**config.mk**
```make
export PLATFORM = sky130hd
export DESIGN_NAME = xdcr_frame_slave
export DESIGN_NICKNAME = d
export VERILOG_FILES = /design/src/rtl/xdcr_frame_slave.sv
export SDC_FILE = /design/constraint.sdc
export NUM_CORES = 1
export LEC_CHECK = 0
export ABC_AREA = 1
export CORE_MARGIN = 4
export CORE_UTILIZATION = 49
export DETAILED_ROUTE_END_ITERATION = 7
export MAX_ROUTING_LAYER = met4
export PLACE_DENSITY_LB_ADDON = 0.05
export RECOVER_POWER = 50
export SYNTH_ARGS = -nofsm -noshare
export SYNTH_HDL_FRONTEND = slang
export SYNTH_SLANG_ARGS = --single-unit
```
**constraint.sdc**
```tcl
create_clock -name clk -period 1.43 [get_ports clk]
set_input_delay 0.2145 -clock clk [delete_from_list [all_inputs] [get_ports clk]]
set_output_delay 0.2145 -clock clk [all_outputs]
set_load 0.05 [all_outputs]
```
**src/rtl/xdcr_frame_slave.sv**
```systemverilog
module xdcr_frame_slave #(
  parameter int NCHAN     = 2,
  parameter int HS_CYCLES = 500
) (
  input  logic       clk,
  input  logic       rst_n,
  input  logic       hclk_i,
  input  logic       hdin_i,
  input  logic       hsel_n_i,
  input  logic       trig_n_i,
  output logic       hdout_o,
  output logic       ack_o,
  input  logic       tx_load_i,
  input  logic [7:0] tx_data_i,
  output logic [7:0] func_o,
  output logic [7:0] chan_o,
  output logic       addr_vld_o,
  output logic       bad_chan_o,
  output logic [7:0] rx_data_o,
  output logic       rx_vld_o,
  output logic       abort_o,
  output logic       trig_req_o
);
  localparam int HSW = $clog2(HS_CYCLES + 1);
  localparam logic [7:0] MAXCH = 8'(NCHAN);

  logic [2:0] hck_q, din_q, trg_q;
  logic [1:0] sel_q;
  logic       in_frame;
  logic [2:0] bitcnt;
  logic [1:0] bidx;
  logic [7:0] txsh, rxsh, txreg;
  logic [HSW-1:0] hs_cnt;

  wire h_rise  = hck_q[1] & ~hck_q[2];
  wire t_fall  = ~trg_q[1] & trg_q[2];
  wire sel_hi  = sel_q[1];
  wire byte_done = in_frame & h_rise & (bitcnt == 3'd7);
  wire [7:0] rx_byte = {rxsh[6:0], din_q[1]};

  assign hdout_o = txsh[7];

  always_ff @(posedge clk or negedge rst_n) begin
    if (!rst_n) begin
      hck_q <= '0; din_q <= '0; trg_q <= '1; sel_q <= '1;
      in_frame <= 1'b0; bitcnt <= '0; bidx <= '0;
      txsh <= '0; rxsh <= '0; txreg <= '0; hs_cnt <= '0;
      ack_o <= 1'b1; func_o <= '0; chan_o <= '0; bad_chan_o <= 1'b0;
      rx_data_o <= '0; addr_vld_o <= 1'b0; rx_vld_o <= 1'b0;
      abort_o <= 1'b0; trig_req_o <= 1'b0;
    end else begin
      hck_q <= {hck_q[1:0], hclk_i};
      din_q <= {din_q[1:0], hdin_i};
      trg_q <= {trg_q[1:0], trig_n_i};
      sel_q <= {sel_q[0], hsel_n_i};
      addr_vld_o <= 1'b0; rx_vld_o <= 1'b0; abort_o <= 1'b0; trig_req_o <= 1'b0;

      if (hs_cnt != '0) begin
        hs_cnt <= hs_cnt - 1'b1;
        if (hs_cnt == HSW'(1)) ack_o <= 1'b1;
      end

      if (!in_frame) begin
        if (!sel_hi && hs_cnt == '0) begin
          in_frame <= 1'b1; ack_o <= ~ack_o;
          txsh <= txreg; txreg <= '0;
          bitcnt <= '0; bidx <= '0; bad_chan_o <= 1'b0;
        end else if (sel_hi && t_fall && hs_cnt == '0) begin
          ack_o <= 1'b0; hs_cnt <= HSW'(HS_CYCLES); trig_req_o <= 1'b1;
        end
      end else if (byte_done) begin
        rxsh <= rx_byte; bitcnt <= '0;
        case (bidx)
          2'd0: func_o <= rx_byte;
          2'd1: begin chan_o <= rx_byte; addr_vld_o <= 1'b1; bad_chan_o <= rx_byte > MAXCH; end
          default: begin rx_data_o <= rx_byte; rx_vld_o <= 1'b1; end
        endcase
        if (bidx != 2'd2) bidx <= bidx + 1'b1;
        if (sel_hi) begin
          in_frame <= 1'b0; ack_o <= 1'b1;
        end else begin
          ack_o <= ~ack_o; txsh <= txreg; txreg <= '0;
        end
      end else if (sel_hi) begin
        in_frame <= 1'b0; ack_o <= 1'b1;
        if (bitcnt != '0) abort_o <= 1'b1;
      end else if (h_rise) begin
        rxsh <= rx_byte; txsh <= {txsh[6:0], 1'b0}; bitcnt <= bitcnt + 1'b1;
      end

      if (tx_load_i) txreg <= tx_data_i;
    end
  end

  AST_ACK_STEADY_IN_BYTE: assert property (@(posedge clk) disable iff (!rst_n)
    (in_frame && bitcnt != '0 && !h_rise && !sel_hi) |=> $stable(ack_o));
  AST_PULSES_EXCLUSIVE: assert property (@(posedge clk) disable iff (!rst_n)
    !(addr_vld_o && rx_vld_o));
  AST_ABORT_RELEASES_ACK: assert property (@(posedge clk) disable iff (!rst_n)
    abort_o |-> (ack_o && !in_frame));
  AST_HS_HOLDS_ACK_LOW: assert property (@(posedge clk) disable iff (!rst_n)
    (hs_cnt != '0) |-> !ack_o);
  AST_TRIG_OUTSIDE_FRAME: assert property (@(posedge clk) disable iff (!rst_n)
    trig_req_o |-> !in_frame);
endmodule

```
# Word level (Yosys, flattened, before mapping)

Index checks and enable logic that the tools add are counted.

Register bits after elaboration: 78
Latch bits: 0
RAM bits: 0
Bits in read-only memories: 0
Output and inout bits: 31
Memories: 0

Add/subtract/negate cells: 3
Multipliers: 0
Div/mod/pow operators: 0
Order comparisons: 1
Eq/ne operators: 13
Shift operators: 0
Mux-type cells: 55
Bitwise gates (word level): 8
Reductions and logical operators: 21

Operators with widths:

| operator              | number |
|---|---|
| $mux W8               | 11 |
| $mux W9               | 4 |
| $mux W1               | 28 |
| $reduce_and A3 Y1     | 9 |
| $mux W7               | 3 |
| $mux W3               | 5 |
| $eq A9 B1 Y1 const B  | 1 |
| $logic_not A9 Y1      | 1 |
| $reduce_bool A9 Y1    | 1 |
| $sub A9 B1 Y9 const B | 1 |
| $gt A8 B2 Y1 const B  | 1 |
| $mux W2               | 4 |
| $ne A2 B1 Y1 const B  | 4 |
| $ne A3 B2 Y1 const B  | 2 |
| $reduce_bool A3 Y1    | 2 |
| $and A1 B1 Y1         | 4 |
| $ne A2 B2 Y1 const B  | 2 |
| $not A1 Y1            | 4 |
| $reduce_bool A2 Y1    | 2 |
| $add A3 B1 Y3 const B | 1 |
| $eq A3 B3 Y1 const B  | 1 |
| $logic_and A1 B1 Y1   | 3 |
| $ne A3 B1 Y1 const B  | 1 |
| $ne A3 B3 Y1 const B  | 1 |
| other kinds (5)       | 5 |

# Longest topological paths before layout

Gate-level depths: netlist of the first run.

Depth after elaboration: 7
Gate-level depth with buffers: 10

# Worst setup path after synthesis of the first run

OpenSTA, ideal clock, no wires.

Path type: flip-flop to flip-flop
Start point: register bitcnt[0]
End point: register txsh[6]
Library setup time: 117 ps
Arrival time: 1403 ps
Required time: 1313 ps
Setup slack: -91 ps
Cell stages (with the launch flop): 10
Buffers on the path: 1
Period minus slack after synthesis: 1521 ps
Cell sequence: dfrtp_1 -> ha_1 -> ha_1 -> nand2_2 -> nand2_1 -> buf_4 -> nand2_1 -> o21ai_0 -> nand2_1 -> o21ai_2

Word-level cells in the longest chain between the ends: 4
Elaborated cells on any way between the ends: 6
Classes of those cells: 2 x eq/ne; 2 x mux; 1 x bitwise; 1 x reduce/logical

Ends and longest elaborated chain:

| element                                                | line | source |
|---|---|---|
| start, declared                                        | 30   | `logic [2:0] bitcnt;` |
| start signal, assigned                                 | 88   | `rxsh <= rx_byte; txsh <= {txsh[6:0], 1'b0}; bitcnt <= bitcnt + 1'b1;` |
| $eq A3 B3 Y1 (*)                                       | 38   | `wire byte_done = in_frame & h_rise & (bitcnt == 3'd7);` |
| $and A1 B1 Y1 (*)                                      | 38   |  |
| $ne A3 B1 Y1 (no line) or $mux W8 (tied branches)      | -    |  |
| $reduce_and A3 Y1 (no line) or $mux W8 (tied branches) | -    |  |
| end signal, assigned                                   | 88   |  |
| end, declared                                          | 32   | `logic [7:0] txsh, rxsh, txreg;` |

Every way passes the cells marked *; elsewhere a longest branch is shown, timed or not.
A chain may end at the register's enable or synchronous reset.

# Worst setup path in the final report of the first run

Start point: register bitcnt[0]
End point: register txsh[4]

The elaborated chain is that of the path after synthesis.

==> impl_metrics.ini, run 1 <==
[grt]
number_of_antenna_violations_at_the_first_check_in_global_routing = 0
global_route_overflow = 0
groute.usage.overall = 0.199
grt_first_pass_wirelength_mm = 12.6
largest_net_degree_at_the_start_of_global_routing = 79
number_of_global_route_vias_before_repair = 2685

[floorplanning]
fp.dieW_um = 90.4
fp.coreArea_um2 = 6460
initial_core_util = 0.515
pin_count = 46
die_area_um2 = 8170
fp.dieH_um = 90.4
placement_rows = 29

[sta]
layout_min_cycle_time_ns = 1.49
timing_worst_slew_pin_value_ns = 0.956
finalCritPeriodShare = 1.04
timing.max_slew.rel_slack = 0.362
fin_worst_skew_ns = 0.0151
final.setup.tns_ns = -0.719
setup_slack_ns = -0.0617
holdWs_ns = 0.355
max_freq_mhz = 670
grt_setup_unrepaired = true
report.final.setup_viol = 29
report.final.hold_viol_count = 0
finalMaxSlewViolations = 0

[outcome]
failed_checks = negative setup slack
result_of_the_run = complete, but fails checks

[critical_path]
cp.required_ns = 1.65
path_class = flop to flop
worstRegToRegCells = 9
rr_endpoint = txsh[4]
critical_path.max_fanout = 15
crit_path_start = bitcnt[0]
endpoint_kind = flop
crit_arrival_ns = 1.71
r2r_slack_ns = -0.06
critical_path.reg2reg.startpoint = bitcnt[0]
critPathLaunchType = flop

[yosys]
synth.yosys.seq_area_share = 0.589
synth_cells = 350
synth-edff-count = 0
synth_ff_type = dfrtp_1
postSynth.asyncResetShare = 1.00
post_synth_instance_area_um2 = 3320
ys_seq_elements = 78
syn_area_per_cell_um2 = 9.50
netlist-cell-type-count = 33
mappedNetlistNets = 374
ys_warn_count = 0

[cts]
cts_root_buffer = clkbuf_8
cts_num_sinks = 78
ctsHtreeMaxLevel = 3
clock_latency_of_the_later_clocked_register_in_the_worst_skew_pair_ns = 0.35
max-clock-path-buffers = 2
number_of_buffers_inserted_during_clock_tree_synthesis = 9
cts.clk_slew.worst_paths_ns = 0.08
cts_tree = built

[detailed_routing]
drt-total-wl_mm = 8.10
wire_per_inst_um = 15.3
initialDrtViolationCount = 117
route.antenna.remaining_nets = 0
via_count = 2698
drcViolationCount = 0
routed_via_density = 5.09
firstDrtPassIters = 6

[hold_path]
hold_end = trg_q[1]
worstHoldPathCells = 0
min-delay-path-class = flop to flop
timing.hold.worst.start = trg_q[0]

[finish]
area_delta_synth_final_pct = 53.0
fillers = 409
design.final.nets = 472
layout-drive-gt1-share = 0.393
layout.core_utilization = 0.787
antenna-diode-count = 0

[pwr]
worst_case_vdd_ir_drop_mv = 0.684
post-layout-total-power_mw = 6.43
power.leakage_nw = 2.27
powerDensity_nw_per_um2 = 1260

[job]
maxcap_violations = 0

[placement]
io_buffers = 45
dp_hpwl_mm = 4.99
gp_routability_congestion = 0.829
-- synth_stat cells (2+ instances only) --
library cell	count	area, um^2
inv_1	48	180
o211ai_1	2	15.0
xor2_1	2	17.5
xnor2_1	2	17.5
ha_1	9	113
nand2_2	3	18.8
buf_2	4	20.0
nor2_4	3	33.8
nand4_1	3	18.8
nand2_1	86	323
nand3_1	11	55.1
nand3b_1	2	15.0
o21ai_1	5	25.0
o21ai_2	2	17.5
o21ai_0	58	290
dfstp_2	6	158
nor2_1	11	41.3
a21oi_1	5	25.0
dfrtp_1	72	1800
nand3_4	2	35.0
nor2_2	2	12.5
-- metal layers --
metal | track usage | part of all wire | wire [um] | vias to the layer above
li1 | - | - | - | 1314
met1 | 0.244 | 0.42 | 3370 | 1310
met2 | 0.324 | 0.53 | 4270 | 57
met3 | 0.0375 | 0.036 | 294 | 17
met4 | 0.0855 | 0.021 | 172 | 0
met5 | - | 0 | 0 | -
-- sequential cells by signal, summed over array words and instances (netlist names), 2 cells and up --
| name | cells |
|---|---|
| rx_data_o | 8 |
| func_o | 8 |
| bitcnt | 3 |
| txreg | 8 |
| hck_q | 3 |
| sel_q | 2 |
| din_q | 2 |
| txsh | 8 |
| rxsh | 7 |
| hs_cnt | 9 |
| chan_o | 8 |
| trg_q | 3 |
| bidx | 2 |
-- kinds of logic after synthesis --
logic type	count (synthesis)	synth area share
and+or+nand+nor	128	0.178
DFF	78	0.589
AOI/OAI and AO/OA	74	0.116
buffers and inverters	57	0.0719
adders and majority gates	9	0.0339
xor gates and xnor gates	4	0.0105
-- layout by cell type, fill, tap and decap left out, drive strengths merged, types with 3 or more instances in the layout --
master / n
nor2: 16
buf: 76
inv: 48
nand3: 13
dlygate4sd3: 5
ha: 9
clkdlybuf4s50: 9
clkbuf: 13
dfstp: 6
a21oi: 5
nand4: 3
dfrtp: 72
o21ai: 65
nand2: 94
-- per-stage QoR --
step / setup WS, ns / area [um^2] / cells
after floorplan: -0.0371 / 3340 / 350
after global placement: -0.0641 / 4400 / 495
after detailed placement: -0.119 / 4400 / 495
after CTS: -0.00790 / 4710 / 518
after global routing: -0.144 / 5080 / 530
final: -0.0617 / 5080 / 530
-- cell type report --
type / count / area (um^2) / area share
multi-input cells: 219 / 1470 / 0.289
well taps: 77 / 96.3 / 0.0189
repair buffers: 91 / 1150 / 0.227
inverters: 49 / 190 / 0.0374
flip-flops and latches: 78 / 1960 / 0.386
clock inverters: 4 / 70.1 / 0.0138
clock buffers: 12 / 145 / 0.0285
-- critical path, stage by stage (launching register included) --
cell     delay (ns)
dfrtp_1        0.39
ha_2           0.21
ha_4           0.18
nand2_8        0.09
nand2_4        0.06
buf_12         0.14
nand2_1        0.06
o21ai_0        0.08
nand2_1        0.07
o21ai_0        0.08
-- timing repair --
item / in CTS / in global routing
pin swaps: 5 / 19
cloned: 0 / 4
gates resized for setup: 17 / 97
hold buffers: 1 / 0
endpoints found under the setup margin: 54 / 65
endpoints found under the hold margin: 72 / 0
setup buffers: 6 / 9
-- power by group --
| part | leakage, nW | switching, mW | internal [mW] | total [mW] |
|---|---|---|---|---|
| Combinational | 1.14 | 0.990 | 0.885 | 1.88 |
| Clock | 0.110 | 0.771 | 1.03 | 1.80 |
| Sequential | 1.01 | 0.220 | 2.54 | 2.76 |
| Total | 2.27 | 1.98 | 4.45 | 6.43 |
-- worst max path at each step --
stage | depth (start not counted) | endpoint
2_1_floorplan | 9 | txsh[6]
3_3_place_gp | 7 | txsh[7]
3_5_place_dp | 7 | txsh[7]
6_report | 9 | txsh[4]
5_1_grt | 9 | txsh[4]
4_1_cts | 6 | func_o[7]
Power figures use the tool's default switching activity.
==> run 2, diff against run 1 <==
--- a/config.mk
+++ b/config.mk
@@ -8,10 +8,12 @@
 export ABC_AREA = 1
 export CORE_MARGIN = 4
 export CORE_UTILIZATION = 49
+export CTS_CLUSTER_DIAMETER = 60
 export DETAILED_ROUTE_END_ITERATION = 7
 export MAX_ROUTING_LAYER = met4
 export PLACE_DENSITY_LB_ADDON = 0.05
 export RECOVER_POWER = 50
+export SKIP_LAST_GASP = 1
 export SYNTH_ARGS = -nofsm -noshare
 export SYNTH_HDL_FRONTEND = slang
 export SYNTH_SLANG_ARGS = --single-unit
==> impl_metrics.ini, run 2 (synthesized netlist as in run 1, its figures left out) <==
[outcome]
result_of_the_run = complete, but fails checks
failed_checks = negative setup slack

[pwr]
worst_case_vdd_ir_drop_mv = 0.699
cell_internal_pwr_mw = 4.44
powerDensity_nw_per_um2 = 1270
pwr-share-clk = 0.280
comb_power_share = 0.290
power.leakage_nw = 2.27
power.share.sequential = 0.430
p_switching_mw = 1.97
switching_share = 0.308

[finish]
largest_register_ffs = 9
post-route-cell-area_um2 = 5050
area_delta_synth_final_pct = 51.8
design.final.nets = 472
antenna-diode-count = 0
reg_with_most_ffs = hs_cnt
layout.core_utilization = 0.781
layout_commonest_cell = dfrtp_1
layout-drive-gt1-share = 0.373
layout.cells.most_common_list = dfrtp_1 (71), nand2_1 (65), inv_1 (42)
layoutNonFillerInstCount = 530

[grt]
number_of_global_route_vias_before_repair = 2685
grt_first_pass_wirelength_mm = 12.6
global_route_overflow = 0
groute.usage.overall = 0.199
largest_net_degree_at_the_start_of_global_routing = 79
number_of_antenna_violations_at_the_first_check_in_global_routing = 0

[floorplanning]
fp.coreArea_um2 = 6460
pin_count = 46
die_area_um2 = 8170
fp.dieW_um = 90.4
initial_core_util = 0.515
placement_rows = 29
fp.dieH_um = 90.4

[sta]
finalMaxSlewViolations = 0
setup_slack_ns = -0.0557
grt_setup_unrepaired = true
timing_worst_slew_pin_value_ns = 0.959
finalCritPeriodShare = 1.04
report.final.hold_viol_count = 0
layout_min_cycle_time_ns = 1.49
timing.max_slew.rel_slack = 0.361
report.final.setup_viol = 33
max_freq_mhz = 673
fin_worst_skew_ns = 0.0114

[cts]
clock_latency_of_the_later_clocked_register_in_the_worst_skew_pair_ns = 0.35
cts_root_buffer = clkbuf_8
cts.clk_slew.worst_paths_ns = 0.08
ctsHtreeMaxLevel = 3
number_of_buffers_inserted_during_clock_tree_synthesis = 9
max-clock-path-buffers = 2
cts_num_sinks = 78
cts_tree = built

[critical_path]
critical_path.top_delay_family = flip-flops
critPathMaxStageDelay_ns = 0.39
path_class = flop to flop
critical_path.slowest_cell = dfrtp_1
critical_path.max_fanout = 8
endpoint_kind = flop
worstRegToRegCells = 7
critPathLaunchType = flop
critical_path.reg2reg.startpoint = bitcnt[0]
cp_cell_sequence = ha_2, ha_4, nand2_8, clkinvlp_4, buf_6, nand2_8, o21ai_0
critPathBufInv = 2
crit_arrival_ns = 1.71
rr_endpoint = rx_data_o[5]
cp.required_ns = 1.65
r2r_slack_ns = -0.06
critical-path-top-cell-by-count = nand2_8

[placement]
io_buffers = 45
dpl-instance-area_um2 = 4400
dp_hpwl_mm = 4.99
gp_routability_congestion = 0.829
placed_cells_incl_taps = 495

[job]
maxcap_violations = 0

[detailed_routing]
via_count = 2707
wire_per_inst_um = 15.3
routed_via_density = 5.11
drt-total-wl_mm = 8.12
firstDrtPassIters = 4
drcViolationCount = 0
initialDrtViolationCount = 109
route.antenna.remaining_nets = 0

[hold_path]
timing.hold.worst.start = trg_q[0]
hold_end = trg_q[1]
min-delay-path-class = flop to flop
worstHoldPathCells = 0
run 2: cell count changes in the layout (fill, tap and decap cells not counted):
cell | before | now
o21ai_0 | 26 | 31
o21ai_2 | 16 | 11
nand2_1 | 61 | 65
nand2_2 | 23 | 19
nand2_4 | 4 | 5
nand2_8 | 6 | 5
run 2: layout make-up:
type / instances / area [um^2]
Inverter: 49 / 190
Timing Repair Buffer: 91 / 1150
Fill cell: 423 / 1410
Clock buffer: 12 / 145
Tap cell: 77 / 96.3
Sequential cell: 78 / 1960
Multi-Input combinational cell: 219 / 1430
Clock inverter: 4 / 70.1
run 2: timing repair:
item | 4_1_cts | 5_1_grt
hold endpoints to repair | 72 | 0
cloned | 0 | 4
resized for setup | 16 | 83
setup buffers | 6 | 9
setup endpoints to repair | 54 | 65
hold buffers | 1 | 0
pin swaps | 5 | 17
run 2: worst max path at each step:
stage	start	endpoint	depth (start not counted)	slack [ns]
finish	bitcnt[0]	rx_data_o[5]	7	-0.06
global placement	bitcnt[0]	txsh[7]	7	-0.06
CTS	bitcnt[1]	func_o[7]	6	-0.008
global route	hs_cnt[1]	txreg[5]	8	-0.14
floorplan	bitcnt[0]	txsh[6]	9	-0.04
detailed placement	bitcnt[0]	txsh[7]	7	-0.12
run 2: per-layer routing:
metal  routed length [um]  global-route usage
met3                  288              0.0375
met5                    0                   -
met4                  150              0.0855
met1                 3380               0.244
met2                 4300               0.324
run 2: per-stage QoR:
step	total power [mW]	worst slack [ns]	setup TNS [ns]	hold slack, ns
floorplan	3.65	-0.0371	-0.176	-0.0811
global placement	4.35	-0.0641	-0.462	0.270
detailed placement	4.41	-0.119	-2.60	0.260
CTS	6.27	-0.00790	-0.0231	0.261
global route	6.77	-0.139	-7.43	0.361
finish	6.42	-0.0557	-0.767	0.352
run 2: worst register-to-register path, delay by kind of cell (launching register included):
family / cells / cell delay, ns
compound gates: 1 / 0.08
fa+ha+maj: 2 / 0.39
buf+inv: 2 / 0.34
flops: 1 / 0.39
simple gates: 2 / 0.17
run 2: power groups by stage:
stage	Clock (mW)	Combinational, mW	Sequential (mW)
after floorplan	0	0.818	2.84
after global placement	0	1.58	2.77
after detailed placement	0	1.63	2.78
after CTS	1.81	1.71	2.74
after global routing	1.92	2.05	2.80
final	1.80	1.86	2.76
==> run 3, diff against run 2 <==
--- a/config.mk
+++ b/config.mk
@@ -6,7 +6,7 @@
 export NUM_CORES = 1
 export LEC_CHECK = 0
 export ABC_AREA = 1
-export CORE_MARGIN = 4
+export CORE_MARGIN = 3
 export CORE_UTILIZATION = 49
 export CTS_CLUSTER_DIAMETER = 60
 export DETAILED_ROUTE_END_ITERATION = 7
==> impl_metrics.ini, run 3 (synthesized netlist as in run 1, its figures left out) <==
[outcome]
result_of_the_run = complete, but fails checks
failed_checks = negative setup slack

[critical_path]
endpoint_kind = flop
crit_arrival_ns = 1.76
path_class = flop to flop
critPathLaunchType = flop
critical_path.max_fanout = 7
cp.required_ns = 1.71

[grt]
grt_first_pass_wirelength_mm = 12.0
number_of_global_route_vias_before_repair = 2547
global_route_overflow = 0
number_of_antenna_violations_at_the_first_check_in_global_routing = 0
groute.usage.overall = 0.208
largest_net_degree_at_the_start_of_global_routing = 32

[pwr]
power.leakage_nw = 2.24
worst_case_vdd_ir_drop_mv = 0.918
post-layout-total-power_mw = 6.31
powerDensity_nw_per_um2 = 1300

[finish]
layout_commonest_cell = nand2_1
design.final.nets = 463
post-route-cell-area_um2 = 4870
layout.cells.most_common_list = nand2_1 (76), dfrtp_1 (72), inv_1 (43)
largest_register_ffs = 9
area_delta_synth_final_pct = 46.5
layout-drive-gt1-share = 0.309
antenna-diode-count = 0
reg_with_most_ffs = hs_cnt

[job]
maxcap_violations = 0

[floorplanning]
fp.coreArea_um2 = 6460
placement_rows = 29
initial_core_util = 0.515
die_area_um2 = 7810
pin_count = 46
fp.dieH_um = 88.4
fp.dieW_um = 88.4

[sta]
max_freq_mhz = 673
timing.max_slew.rel_slack = 0.644
timing_worst_slew_pin_value_ns = 0.534
layout_min_cycle_time_ns = 1.49
fin_worst_skew_ns = 0.0127
setup_slack_ns = -0.0552
finalCritPeriodShare = 1.04
report.final.hold_viol_count = 0
report.final.setup_viol = 9
grt_setup_unrepaired = true
holdWs_ns = 0.352
final.setup.tns_ns = -0.214
finalMaxSlewViolations = 0

[cts]
number_of_buffers_inserted_during_clock_tree_synthesis = 9
max-clock-path-buffers = 2
cts_tree = built
cts_root_buffer = clkbuf_8
ctsHtreeMaxLevel = 3
cts_num_sinks = 78
cts.clk_slew.worst_paths_ns = 0.08
clock_latency_of_the_later_clocked_register_in_the_worst_skew_pair_ns = 0.35

[detailed_routing]
routed_via_density = 4.98
initialDrtViolationCount = 123
detail_route.wirelength.met1_mm = 3.15
via_count = 2594
wl_met2_mm = 3.64
drt-total-wl_mm = 7.31
wire_per_inst_um = 14.0
firstDrtPassIters = 4
route.antenna.remaining_nets = 0
met3RoutedLength_um = 342
drcViolationCount = 0
top_signal_layer_used = met4

[placement]
dp_hpwl_mm = 4.84
dpl-instance-area_um2 = 4420
io_buffers = 45
gp_routability_congestion = 0.860

[hold_path]
min-delay-path-class = flop to flop
-- run 3: what timing repair did --
| item | in CTS | in global routing |
|---|---|---|
| hold buffers | 1 | 0 |
| buffers inserted | 3 | 5 |
| cloned | 0 | 2 |
| hold endpoints to repair | 17 | 0 |
| endpoints found under the setup margin | 53 | 62 |
| gates resized for setup | 13 | 57 |
| pin swaps | 4 | 12 |
-- run 3: layer usage --
| metal | up-vias | GRT usage |
|---|---|---|
| li1 | 1292 | - |
| met2 | 54 | 0.327 |
| met5 | - | - |
| met1 | 1232 | 0.257 |
| met3 | 16 | 0.0708 |
| met4 | 0 | 0.0591 |
-- run 3: final timing paths --
check	cells past startpoint	slack, ns	endpoint	start
max in group asynchronous	3	0.19	bad_chan_o	rst_n
min in group asynchronous	2	0.37	func_o[6]	rst_n
setup reg to reg	9	-0.06	bitcnt[1]	bitcnt[1]
hold reg to reg	0	0.35	hck_q[1]	hck_q[0]
setup / recovery	9	-0.06	bitcnt[1]	bitcnt[1]
hold / removal	0	0.35	hck_q[1]	hck_q[0]
-- run 3: cell type report --
cell class	instances	area (um^2)
Tap cell	77	96.3
Multi-Input combinational cell	216	1290
Timing Repair Buffer	85	1120
Clock inverter	6	93.8
Clock buffer	10	128
Inverter	49	186
Sequential cell	78	1960
Fill cell	434	1590
-- run 3: report_power, final --
group	leakage, nW	switching (mW)	total (mW)	internal [mW]
clock	0.107	0.828	1.83	0.999
combinational	1.12	0.918	1.74	0.817
sequential	1.01	0.213	2.75	2.54
total	2.24	1.96	6.31	4.35
-- run 3: worst max-delay path, stage by stage, from the launching register on --
cell and delay [ns]:
dfrtp_1 0.40, ha_2 0.21, ha_4 0.18, nand2_8 0.10, nand2_8 0.07, inv_2 0.08
nand2_1 0.09, nand2_2 0.14, nand2_1 0.07, o21ai_1 0.07
-- run 3: stage by stage --
step / setup WS, ns / utilization / std cells
floorplan: -0.0371 / - / 350
global route: -0.151 / 0.754 / 521
CTS: -0.0154 / 0.730 / 515
global placement: -0.0560 / 0.684 / 495
finish: -0.0552 / 0.754 / 521
detailed placement: -0.114 / 0.684 / 495
